[config.mk]
export PLATFORM = sky130hd
export DESIGN_NAME = cmdq_top
export DESIGN_NICKNAME = d
export VERILOG_FILES = /design/src/rtl/cmdq_pkg.sv /design/src/rtl/cmdq_store.sv /design/src/rtl/cmdq_level.sv /design/src/rtl/cmdq_top.sv
export SDC_FILE = /design/constraint.sdc
export NUM_CORES = 1
export LEC_CHECK = 0
export ABC_CLOCK_PERIOD_IN_PS = 5100
export BUFFER_PORTS_ARGS = -buffer_cell sky130_fd_sc_hd__buf_4
export CORE_ASPECT_RATIO = 1.5
export CORE_UTILIZATION = 45
export DETAILED_ROUTE_END_ITERATION = 8
export GPL_TIMING_DRIVEN = 0
export PLACE_DENSITY = 0.77
export REMOVE_ABC_BUFFERS = 1
export SYNTH_ARGS = -nofsm -noshare
export SYNTH_HDL_FRONTEND = slang
export SYNTH_SLANG_ARGS = --single-unit
[constraint.sdc]
create_clock -name clk_i -period 5.1 [get_ports clk_i]
set_input_delay 1.275 -clock clk_i [delete_from_list [all_inputs] [get_ports clk_i]]
set_output_delay 1.275 -clock clk_i [all_outputs]
set_load 0.01 [all_outputs]
[src/rtl/cmdq_pkg.sv]
package cmdq_pkg;
  typedef struct packed {
    logic       busy;
    logic [1:0] rsv_hi;
    logic       dma;
    logic [1:0] rsv_lo;
    logic       full;
    logic       empty;
    logic [3:0] used;
    logic [3:0] free;
  } cmdq_stat_t;

  localparam logic [1:0] RdNone  = 2'b00;
  localparam logic [1:0] RdCmdLo = 2'b01;
  localparam logic [1:0] RdCmdHi = 2'b10;
  localparam logic [1:0] RdStat  = 2'b11;
endpackage

[src/rtl/cmdq_store.sv]
module cmdq_store #(
  parameter int DW    = 16,
  parameter int DEPTH = 8
) (
  input  logic          clk_i,
  input  logic          rst_ni,
  input  logic          flush_i,
  input  logic          push_i,
  input  logic          pop_i,
  input  logic [DW-1:0] wdata_i,
  output logic [DW-1:0] head_o
);
  localparam int AW = (DEPTH > 1) ? $clog2(DEPTH) : 1;
  localparam logic [AW-1:0] LAST = AW'(DEPTH - 1);

  logic [AW-1:0] wr_ptr_q, rd_ptr_q;
  logic [DW-1:0] mem_q [DEPTH];

  function automatic logic [AW-1:0] nxt(input logic [AW-1:0] p);
    return (p == LAST) ? '0 : p + 1'b1;
  endfunction

  always_ff @(posedge clk_i or negedge rst_ni) begin
    if (!rst_ni) begin
      wr_ptr_q <= '0;
      rd_ptr_q <= '0;
    end else if (flush_i) begin
      wr_ptr_q <= '0;
      rd_ptr_q <= '0;
    end else begin
      if (push_i) wr_ptr_q <= nxt(wr_ptr_q);
      if (pop_i)  rd_ptr_q <= nxt(rd_ptr_q);
    end
  end

  for (genvar g = 0; g < DEPTH; g++) begin : g_slot
    always_ff @(posedge clk_i or negedge rst_ni) begin
      if (!rst_ni)                                      mem_q[g] <= '0;
      else if (push_i && !flush_i && wr_ptr_q == AW'(g)) mem_q[g] <= wdata_i;
    end
  end

  assign head_o = mem_q[rd_ptr_q];


  word_landed_chk: assert property (@(posedge clk_i) disable iff (!rst_ni)
    (push_i && !flush_i) |=> mem_q[$past(wr_ptr_q)] == $past(wdata_i));
endmodule

[src/rtl/cmdq_level.sv]
module cmdq_level #(
  parameter int DEPTH = 8,
  parameter int CW    = $clog2(DEPTH + 1)
) (
  input  logic          clk_i,
  input  logic          rst_ni,
  input  logic          en_i,
  input  logic          push_req_i,
  input  logic          pop_req_i,
  output logic          push_ok_o,
  output logic          pop_ok_o,
  output logic [CW-1:0] used_o,
  output logic [CW-1:0] free_o,
  output logic          full_o,
  output logic          empty_o,
  output logic          drained_o,
  output logic          ovfl_o
);
  localparam logic [CW-1:0] CAP = CW'(DEPTH);

  logic [CW-1:0] cnt_q;
  logic          drained_q, ovfl_q;

  assign full_o    = (cnt_q == CAP);
  assign empty_o   = (cnt_q == '0);
  assign push_ok_o = en_i && push_req_i && !full_o;
  assign pop_ok_o  = en_i && pop_req_i && !empty_o;

  always_ff @(posedge clk_i or negedge rst_ni) begin
    if (!rst_ni) begin
      cnt_q     <= '0;
      drained_q <= 1'b0;
      ovfl_q    <= 1'b0;
    end else if (!en_i) begin
      cnt_q     <= '0;
      drained_q <= 1'b0;
      ovfl_q    <= 1'b0;
    end else begin
      cnt_q     <= cnt_q + CW'(push_ok_o) - CW'(pop_ok_o);
      drained_q <= pop_ok_o && !push_ok_o && (cnt_q == CW'(1));
      ovfl_q    <= push_req_i && full_o;
    end
  end

  assign used_o    = cnt_q;
  assign free_o    = CAP - cnt_q;
  assign drained_o = drained_q;
  assign ovfl_o    = ovfl_q;


  idle_take_chk: assert property (@(posedge clk_i) disable iff (!rst_ni)
    (empty_o && pop_req_i && !push_req_i) |=> empty_o);

  pair_hold_chk: assert property (@(posedge clk_i) disable iff (!rst_ni)
    (en_i && push_req_i && pop_req_i && !full_o && !empty_o) |=> $stable(cnt_q));

  drained_empty_chk: assert property (@(posedge clk_i) disable iff (!rst_ni)
    drained_o |-> (empty_o && $past(pop_req_i) && $past(en_i)));

  no_overflow_chk: assert property (@(posedge clk_i) disable iff (!rst_ni)
    ovfl_o |-> ($past(full_o) && $past(push_req_i)));

  flush_chk: assert property (@(posedge clk_i) disable iff (!rst_ni)
    !en_i |=> (empty_o && !drained_o && !ovfl_o));
endmodule

[src/rtl/cmdq_top.sv]
module cmdq_top
  import cmdq_pkg::*;
#(
  parameter int DW    = 16,
  parameter int DEPTH = 8,
  parameter int CW    = $clog2(DEPTH + 1)
) (
  input  logic          clk_i,
  input  logic          rst_ni,
  input  logic          en_i,
  input  logic          wr_lo_i,
  input  logic          wr_hi_i,
  input  logic [15:0]   wdata_i,
  input  logic          take_i,
  input  logic          dma_busy_i,
  input  logic [1:0]    rd_sel_i,
  output logic [15:0]   head_o,
  output logic          avail_o,
  output logic [CW-1:0] used_o,
  output logic [CW-1:0] free_o,
  output logic          full_o,
  output logic          empty_o,
  output logic          drained_o,
  output logic          ovfl_o,
  output logic          busy_o,
  output logic [15:0]   status_o,
  output logic [15:0]   rdata_o
);
  logic       push_ok, pop_ok;
  cmdq_stat_t stat;

  cmdq_level #(.DEPTH(DEPTH), .CW(CW)) i_level (
    .clk_i, .rst_ni, .en_i,
    .push_req_i (wr_lo_i | wr_hi_i),
    .pop_req_i  (take_i),
    .push_ok_o  (push_ok),
    .pop_ok_o   (pop_ok),
    .used_o, .free_o, .full_o, .empty_o, .drained_o, .ovfl_o
  );

  cmdq_store #(.DW(16), .DEPTH(DEPTH)) i_store (
    .clk_i, .rst_ni,
    .flush_i (!en_i),
    .push_i  (push_ok),
    .pop_i   (pop_ok),
    .wdata_i,
    .head_o
  );

  assign avail_o = !empty_o;
  assign busy_o  = !empty_o || dma_busy_i;

  always_comb begin
    stat        = '0;
    stat.busy   = busy_o;
    stat.dma    = dma_busy_i;
    stat.full   = full_o;
    stat.empty  = empty_o;
    stat.used   = 4'(used_o);
    stat.free   = 4'(free_o);
  end
  assign status_o = stat;

  // command slots read back as zero; only the status slot returns data
  assign rdata_o = (rd_sel_i == RdStat) ? status_o : '0;


  level_sum_chk: assert property (@(posedge clk_i) disable iff (!rst_ni)
    (32'(used_o) + 32'(free_o)) == DEPTH);

  busy_chk: assert property (@(posedge clk_i) disable iff (!rst_ni)
    (avail_o || dma_busy_i) |-> status_o[15]);

  cmd_read_zero_chk: assert property (@(posedge clk_i) disable iff (!rst_ni)
    (rd_sel_i == RdCmdLo || rd_sel_i == RdCmdHi) |-> rdata_o == '0);
endmodule

Word level (Yosys, flattened, before mapping)
Cells that the tools add are included.
Widths: inputs -> output; s select.
{"block": "totals", "regBits": 140, "in_bits": 25, "word_cells": 69}
{"block": "op_classes", "add_sub_neg": 5, "magnitude_cmp": 1, "n_eq_ne": 13, "mux": 13, "n_bitwise": 2, "n_reduce_logical": 22}
{"op": "$bmux 16 s3", "n": 1}
{"op": "$mux 16", "n": 3}
{"op": "$mux 3", "n": 6}
{"op": "$logic_and 1x1->1", "n": 16}
{"op": "$eq 3x3->1 const B", "n": 5}
{"op": "$add 3x1->3 const B", "n": 2}
{"op": "$eq 3x2->1 const B", "n": 2}
{"op": "$add 4x1->4", "n": 1}
{"op": "$eq 4x1->1 const B", "n": 1}
{"op": "$eq 4x4->1 const B", "n": 1}
{"op": "$ge 4x4->1 const B", "n": 1}
{"op": "$logic_not 4->1", "n": 1}
{"op": "$mux 4", "n": 1}
{"op": "$ne 2x1->1 const B", "n": 2}
{"op": "$not 3->4", "n": 1}
{"op": "$sub 4x1->4", "n": 1}
{"op": "$sub 4x4->4 const A", "n": 1}
{"op": "$eq 3x1->1 const B", "n": 1}
{"op": "$logic_not 1->1", "n": 3}
{"op": "$logic_not 3->1", "n": 1}
{"op": "$eq 2x2->1 const B", "n": 1}
{"op": "$mux 1", "n": 2}
{"op": "$logic_or 1x1->1", "n": 1}
{"op": "$or 1x1->1", "n": 1}

Depth between registers and ports, before layout
Gate-level depths: netlist of the first run.
{"block": "logic_depth", "ltp_word": 7, "ltp_mapped": 11}

Hierarchy
Synthesis of the first run repeated with hierarchy kept, for this count alone.
{"block": "hier_totals", "cells_unflattened": 454, "hier_area_um2": 7003.0}
{"mod": "cmdq_store", "n_inst": 1, "cells_per_inst": 368, "area_each_um2": 6264.8, "seq_area_each_um2": 3353.2}
{"mod": "cmdq_level", "n_inst": 1, "cells_per_inst": 47, "area_each_um2": 469.2, "seq_area_each_um2": 150.1}
{"mod": "cmdq_top", "n_inst": 1, "cells_per_inst": 39, "area_each_um2": 269.0, "seq_area_each_um2": 0.0}

Worst setup path after synthesis of the first run
OpenSTA, ideal clock, no wires.
{"block": "synth_path", "path_kind": "input to output", "start": "input port rd_sel_i[0]", "end": "output port rdata_o[4]", "arrival_time_ns": 1.788, "t_required_ns": 3.825, "slack_ns": 2.037, "stages": 3, "path_cell_list": "nand2_1 > nor2_1 > buf_4"}
{"block": "synth_via", "elab_chain_cells": 2}
{"item": "start: declaration", "line_no": "cmdq_top.sv:16", "source": "input logic [1:0] rd_sel_i,"}
{"item": "$eq 2x2->1", "line_no": "cmdq_top.sv:65", "source": "assign rdata_o = (rd_sel_i == RdStat) ? status_o : '0;"}
{"item": "$mux 16", "line_no": "cmdq_top.sv:65"}
{"item": "end: declaration", "line_no": "cmdq_top.sv:27", "source": "output logic [15:0] rdata_o"}
Every way passes these cells.

Worst setup path in the final report of the first run
{"block": "layout_path", "start": "register i_store.rd_ptr_q[1]", "end": "output port head_o[9]"}
{"block": "layout_via", "elab_chain_cells": 4}
{"item": "start: declaration", "line_no": "cmdq_store.sv:16", "source": "logic [AW-1:0] wr_ptr_q, rd_ptr_q;"}
{"item": "start signal: assignment", "line_no": "cmdq_store.sv:32", "source": "if (pop_i) rd_ptr_q <= nxt(rd_ptr_q);"}
{"item": "$not 3->4 (implied by the code)", "line_no": "cmdq_store.sv:43", "source": "assign head_o = mem_q[rd_ptr_q];"}
{"item": "$bmux 16 s3", "line_no": "cmdq_store.sv:43"}
{"item": "$mux 16 (implied by the code) (2 in a row)", "line_no": "cmdq_store.sv:43"}
{"item": "end: declaration", "line_no": "cmdq_top.sv:17", "source": "output logic [15:0] head_o,"}
Every way passes these cells. The select of a mux whose other input is x is not followed.

==> impl_metrics.toml, run 1 <==
[outcome]
outcome = "finished, final reports clean"

[synth]
synth-async-reset-ratio_pct = 100.0
synth_cells = 452
synth_commonest_cells = "mux2_2, dfrtp_1, mux4_2, buf_4, ha_1"
ys_ff_latch = 140
synth_top_area_cell = "dfrtp_1"
yosys_warnings = 0
synth_edf_count = 0
ys_types = 38
synth_area_leaders = "dfrtp_1, mux2_2, mux4_2, ha_1, buf_4"
synth_most_common_cell = "mux2_2"
yosysSeqAreaShare_pct = 51.00
synth_top_area_share_pct = 51.00
syn_area_um2 = 6869
ys.flop_type = "dfrtp_1"
syn_area_per_cell_um2 = 15.20

[critical_path]
worstSetupPathType = "register to output pin"
cp.required_ns = 3.83
path_max_fanout = 24
crit_arrival_ns = 2.29
critPathCaptureType = "output pin"
cp_cell_sequence = "buf_12 > mux4_2 > mux2_2 > buf_4"
max_stage_delay_ns = 0.61
startpoint_type = "register"
slowest_stage = "dfrtp_2"

[routing]
dr.pass1.iters = 4
drc = 0
wirelength_um = 13800
via_per_inst = 5.454
dr_total_vias = 3932
ant_nets = 0
dr.first_iter.drc_count = 190
avgRoutedWirePerCell_um = 19.13

[place]
place_inst = 690
placed_area_um2 = 7445
pre_cts_ws_ns = 1.879
hpwl_um = 8597
portBuffers = 78
gp_congestion = 0.7501

[timing]
tightest_slew_ns = 1.143
period_needed_ns = 3.562
clock_skew_ns = 0.006118
final_max_slew_viol_count = 0
hold_ws_ns = 0.4935
rsz0062_at_grt = "false"
post-route-worst-setup-slack_ns = 1.538
max_freq_mhz = 280.7
finalCritPeriodShare_pct = 69.84
max_slew_margin_pct = 23.55
setup_tns_ns = 0
setup_viol = 0
hold_viol_final = 0

[grt]
grt_pass1_wl_um = 22750
grt.total_usage_pct = 19.32
grt_antenna_before_repair = 0
grt_pass1_vias = 4380
grt_start_max_net_pins = 109
overflow = 0

[pwr]
p_seq_share_pct = 39.6
irDropWorstVdd_mv = 0.4410
p_int_mw = 3.315
switchingPower_mw = 1.384
clkPwrFrac_pct = 23.3
power.density_nw_per_um2 = 589.4
pwr-share-comb_pct = 37.1
power_leakage_nw = 3.584
switching_share_pct = 29.45

[clock_network]
tritoncts = "built"
holdBufCountCts = 0
clkSinkCount = 140
clk_path_buf_depth = 2
path_clk_slew_ns = 0.06
worstSkewPairLatency_ns = 0.41
cts_setup_buffers = 0
cts_max_level = 4
cts_resized = 0
numCtsBuffers = 17
cts_root_buf = "clkbuf_16"

[final_layout]
antennaDiodeCount = 0
instances_no_fill = 721
stdcell_area_um2 = 7971
areaGrowthSynthToFinish_pct = 16.05
finalNetCount = 556
drive_gt1_share_pct = 56.19
fillers = 1217

[die]
start_util_pct = 46.64
die_h_um = 153.3
num_io_pins = 87
core_um2 = 14730
die_x_um = 102.9
die_area_um2 = 15770
rows = 54

[flow_run]
max_cap_violations = 0

[min_path]
min_path_type = "register to register"
power groups by stage:
stage                     clock network [mW]  logic (mW)  registers, mW
after floorplan                            0        1.14           1.81
after global placement                     0        1.67           1.84
after detailed placement                   0        1.76           1.88
after CTS                               1.11        1.77           1.87
after global routing                    1.17        1.88           1.93
final                                   1.10        1.74           1.86
per-layer routing:
metal / routed length (µm) / vias up / GRT usage (%)
met5: 0 / - / 0
met4: 290 / 0 / 6.707
met2: 7299 / 95 / 32.79
met1: 5642 / 2071 / 23.60
li1: - / 1740 / -
met3: 563 / 26 / 4.801
per-stage QoR:
stage	total power [mW]	util, %
2_1_floorplan	2.948	-
3_3_place_gp	3.513	50.18
3_5_place_dp	3.637	50.54
4_1_cts	4.755	54.12
5_1_grt	4.980	54.12
6_report	4.698	54.12
layout by cell type (no fill, tap or decap), drive strengths merged, types with 4 or more instances in the layout:
cell type,instances
and2,5
and4,4
buf,80
clkbuf,22
clkinv,7
conb,8
dfrtp,140
ha,17
inv,10
mux2,144
mux4,32
nand2,11
nor2,8
o21ai,5
critical path, delay by kind of cell (launching register included):
kind                   cells  cell delay (ns)
multiplexers               2             0.82
flip-flops                 1             0.61
buffers and inverters      2             0.44
sequential cells by signal, summed over array words and instances, names as in the netlist:
signal / cells
i_level.used_o: 4
i_level.ovfl_o: 1
i_store.rd_ptr_q: 3
i_level.drained_o: 1
i_store.wr_ptr_q: 3
i_store.mem_q: 128
area by class of cell:
class                   count  area [µm²]  area share, %
clock inverters             9       72.57         0.9104
multi-input cells         264        3019          37.87
well taps                 196       245.2          3.076
clock buffers              22       454.2          5.698
inverters                  10       37.54         0.4709
repair buffers             80       636.9          7.989
flip-flops and latches    140        3506          43.98
final timing paths:
path	startpoint	endpoint	slack (ns)	depth (start not counted)
min reg2reg	i_store.mem_q[52]	i_store.mem_q[52]	0.49	1
min in group asynchronous	rst_ni	i_store.mem_q[96]	0.76	1
max in group asynchronous	rst_ni	i_store.mem_q[8]	3.51	2
max	i_store.rd_ptr_q[1]	head_o[9]	1.54	4
min	i_store.mem_q[52]	i_store.mem_q[52]	0.49	1
max reg2reg	i_level.used_o[0]	i_store.mem_q[45]	2.39	6
kinds of logic after synthesis:
group                      Yosys count  share of synthesized area [%]
buffers and inverters               55                          5.428
adders and majority gates           18                          3.388
xor gates and xnor gates             3                         0.3826
DFF                                140                          51.00
AOI/OAI and AO/OA                   12                          1.202
other                                1                        0.05459
muxes                              177                          34.24
and+or+nand+nor                     46                          4.299
Note: power is estimated with default switching activity, not from simulation.
==> run 2, diff against run 1 <==
- ABC_AREA: default -> 1
- ABC_CLOCK_PERIOD_IN_PS: 5100 -> 3050
- PLACE_DENSITY: 0.77 -> 0.78
- clock period: 5.1 -> 3.05 ns (I/O delays scaled with it)
==> run 2 against run 1 <==
  * First-iteration DRC count grew to 4.0 times the previous value
  * Worst hold slack worse by 0.24 ns
  * Via count is 96% higher
  * Sequential share of layout area is 6.1 points lower
  * The flow now finishes with violations (DRC)
  * Power is 78% higher
==> impl_metrics.toml, run 2 <==
[timing]
clock_skew_ns = 0.01276
setup_tns_ns = 0
setup_viol = 0
max_slew_margin_pct = 26.66
final_max_slew_viol_count = 0
finalCritPeriodShare_pct = 99.04
max_freq_mhz = 331.0
period_needed_ns = 3.021
tightest_slew_ns = 1.099
hold_ws_ns = 0.2504
hold_viol_final = 0

[min_path]
min_path_type = "primary input to asynchronous set/reset pin"

[final_layout]
fillers = 1549
largest_register = "i_store.mem_q"
mostFrequentLayoutCells = "nand2_1, inv_1, dfrtp_1"
final_core_util_pct = 53.06
final_common_cell = "nand2_1"
antennaDiodeCount = 0
largest_reg_flops = 128
drive_gt1_share_pct = 11.53
areaGrowthSynthToFinish_pct = 14.81
finalNetCount = 1210

[clock_network]
path_clk_slew_ns = 0.06
tritoncts = "built"
clk_path_buf_depth = 2
worstSkewPairLatency_ns = 0.43
cts_root_buf = "clkbuf_16"
holdBufCountCts = 0
clkSinkCount = 140
numCtsBuffers = 17
cts_max_level = 4

[synth]
synth_top_area_cell = "dfrtp_1"
yosys_warnings = 0
synth-compound-area-share_pct = 0.4952
synth-async-reset-ratio_pct = 100.0
ys.flop_type = "dfrtp_1"
yosysSeqAreaShare_pct = 43.33
synthSimpleGateAreaFrac_pct = 38.70
syn_area_per_cell_um2 = 6.982
synth_area_leaders = "dfrtp_1, nand2_1, nand4_1, inv_1, nand3_1"
synthAdderAreaFrac_pct = 2.878
synth_top_family_by_area = "simple AND/OR/NAND/NOR gates"
synthXorXnorAreaFrac_pct = 0.1083
syn_area_um2 = 8085
synth_commonest_cells = "nand2_1, inv_1, dfrtp_1, nand3_1, nand4_1"
ys_ff_latch = 140
synth_most_common_cell = "nand2_1"
synth_cells = 1158
ys_types = 25
synth_edf_count = 0
synth_top_area_share_pct = 43.33
synthMuxAreaShare_pct = 0

[critical_path]
ff2ff_path_depth = 7
worstSetupPathType = "register to register"
slowest_stage = "nand3_1"
path_max_fanout = 17
max_stage_delay_ns = 0.94
critPathBufInv = 2
crit_arrival_ns = 3.32
critPathCaptureType = "register"
startpoint_type = "register"
path_depth = 7
cp.required_ns = 3.35
path_delay_family = "simple AND/OR/NAND/NOR gates"
cp_cell_sequence = "inv_1 > ha_1 > inv_1 > nor2_2 > nand3_1 > nand2_1 > nand2_1"

[die]
die_x_um = 111.4
start_util_pct = 46.21
die_h_um = 166.2
rows = 59
core_um2 = 17500
die_area_um2 = 18520
num_io_pins = 87

[place]
hpwl_um = 12830
gp_congestion = 0.7769
portBuffers = 78

[pwr]
power_leakage_nw = 5.205
power.density_nw_per_um2 = 899.4
irDropWorstVdd_mv = 0.9175

[outcome]
outcome = "finished with violations"
violations = "DRC"

[routing]
avgRoutedWirePerCell_um = 17.02
ant_nets = 0
dr_total_vias = 7709
dr.pass1.iters = 9
via_per_inst = 5.534
dr.first_iter.drc_count = 756
wirelength_um = 23710
drc = 2

[grt]
grt_pass1_vias = 7262
grt_pass1_wl_um = 37470
grt_start_max_net_pins = 100
overflow = 0
grt_antenna_before_repair = 0
grt.total_usage_pct = 25.66

[flow_run]
max_cap_violations = 0
[run 2: cell types whose count changed in the layout (fill, tap and decap cells not counted), moves of 9 or more]
| cell | previous run | this run |
|---|---|---|
| nor2_1 | 8 | 17 |
| inv_1 | 9 | 150 |
| nand2_1 | 10 | 491 |
| nand3_1 | 1 | 109 |
| nand4_1 | 0 | 98 |
| mux2_2 | 143 | 0 |
| mux4_2 | 32 | 0 |
[run 2: timing repair]
| item | CTS | global route |
|---|---|---|
| pin swaps | 0 | 1 |
| endpoints found under the setup margin | 16 | 102 |
| gates resized for setup | 9 | 5 |
| setup buffers | 4 | 1 |
| cloned | 1 | 2 |
[run 2: final cells by class]
class	count	area (µm²)	share of cell area, %
repair buffers	90	802.0	8.640
well taps	213	266.5	2.871
inverters	156	603.1	6.497
multi-input cells	761	3476	37.44
clock inverters	11	167.7	1.806
flip-flops and latches	140	3512	37.84
repair inverters	1	5.005	0.05392
clock buffers	21	450.4	4.852
[run 2: power by group]
group / internal [mW] / switching, mW / leakage, nW
registers: 2.35 / 0.363 / 1.87
logic: 1.31 / 2.12 / 3.03
clock network: 1.39 / 0.818 / 0.297
[run 2: worst reg2reg max path, stage by stage (launching register included)]
cell     delay [ns]
dfrtp_1        0.43
inv_1          0.11
ha_1           0.17
inv_1          0.05
nor2_2         0.79
nand3_1        0.94
nand2_1        0.31
nand2_1        0.09
[run 2: cell families after synthesis]
logic type / after synthesis
AO/OA/AOI/OAI: 8
XOR/XNOR: 1
adder cells (fa/ha/maj): 18
buffers and inverters: 265
flip-flops: 140
other: 1
AND/OR/NAND/NOR: 725
[run 2: stage by stage]
step                total power, mW  cells  setup WS (ns)  instance area [µm²]
finish                        8.349   1393        0.02919                 9283
global route                  8.873   1393       -0.02330                 9283
detailed placement            5.987   1353        -0.8621                 8537
CTS                           8.249   1390       0.001690                 9210
global placement              5.856   1347         -3.404                 8382
floorplan                     4.594   1056         -1.615                 7530
[run 2: path summary, 6_finish.rpt]
check                               startpoint                end  slack (ns)
setup / recovery           i_store.wr_ptr_q[0]  i_store.mem_q[86]        0.03
hold / removal                          rst_ni  i_store.mem_q[55]        0.25
setup reg to reg           i_store.wr_ptr_q[0]  i_store.mem_q[86]        0.03
hold reg to reg              i_store.mem_q[49]  i_store.mem_q[49]        0.47
max in group asynchronous               rst_ni  i_store.mem_q[89]        1.92
min in group clk_i           i_store.mem_q[49]  i_store.mem_q[49]        0.47
[run 2: routing by layer]
metal / wire length, µm / GRT usage [%] / vias to the layer above
met2: 11610 / 43.40 / 466
met1: 8722 / 30.93 / 3566
met5: 0 / 0 / -
li1: - / - / 3582
met4: 1219 / 15.16 / 0
met3: 2156 / 3.759 / 95
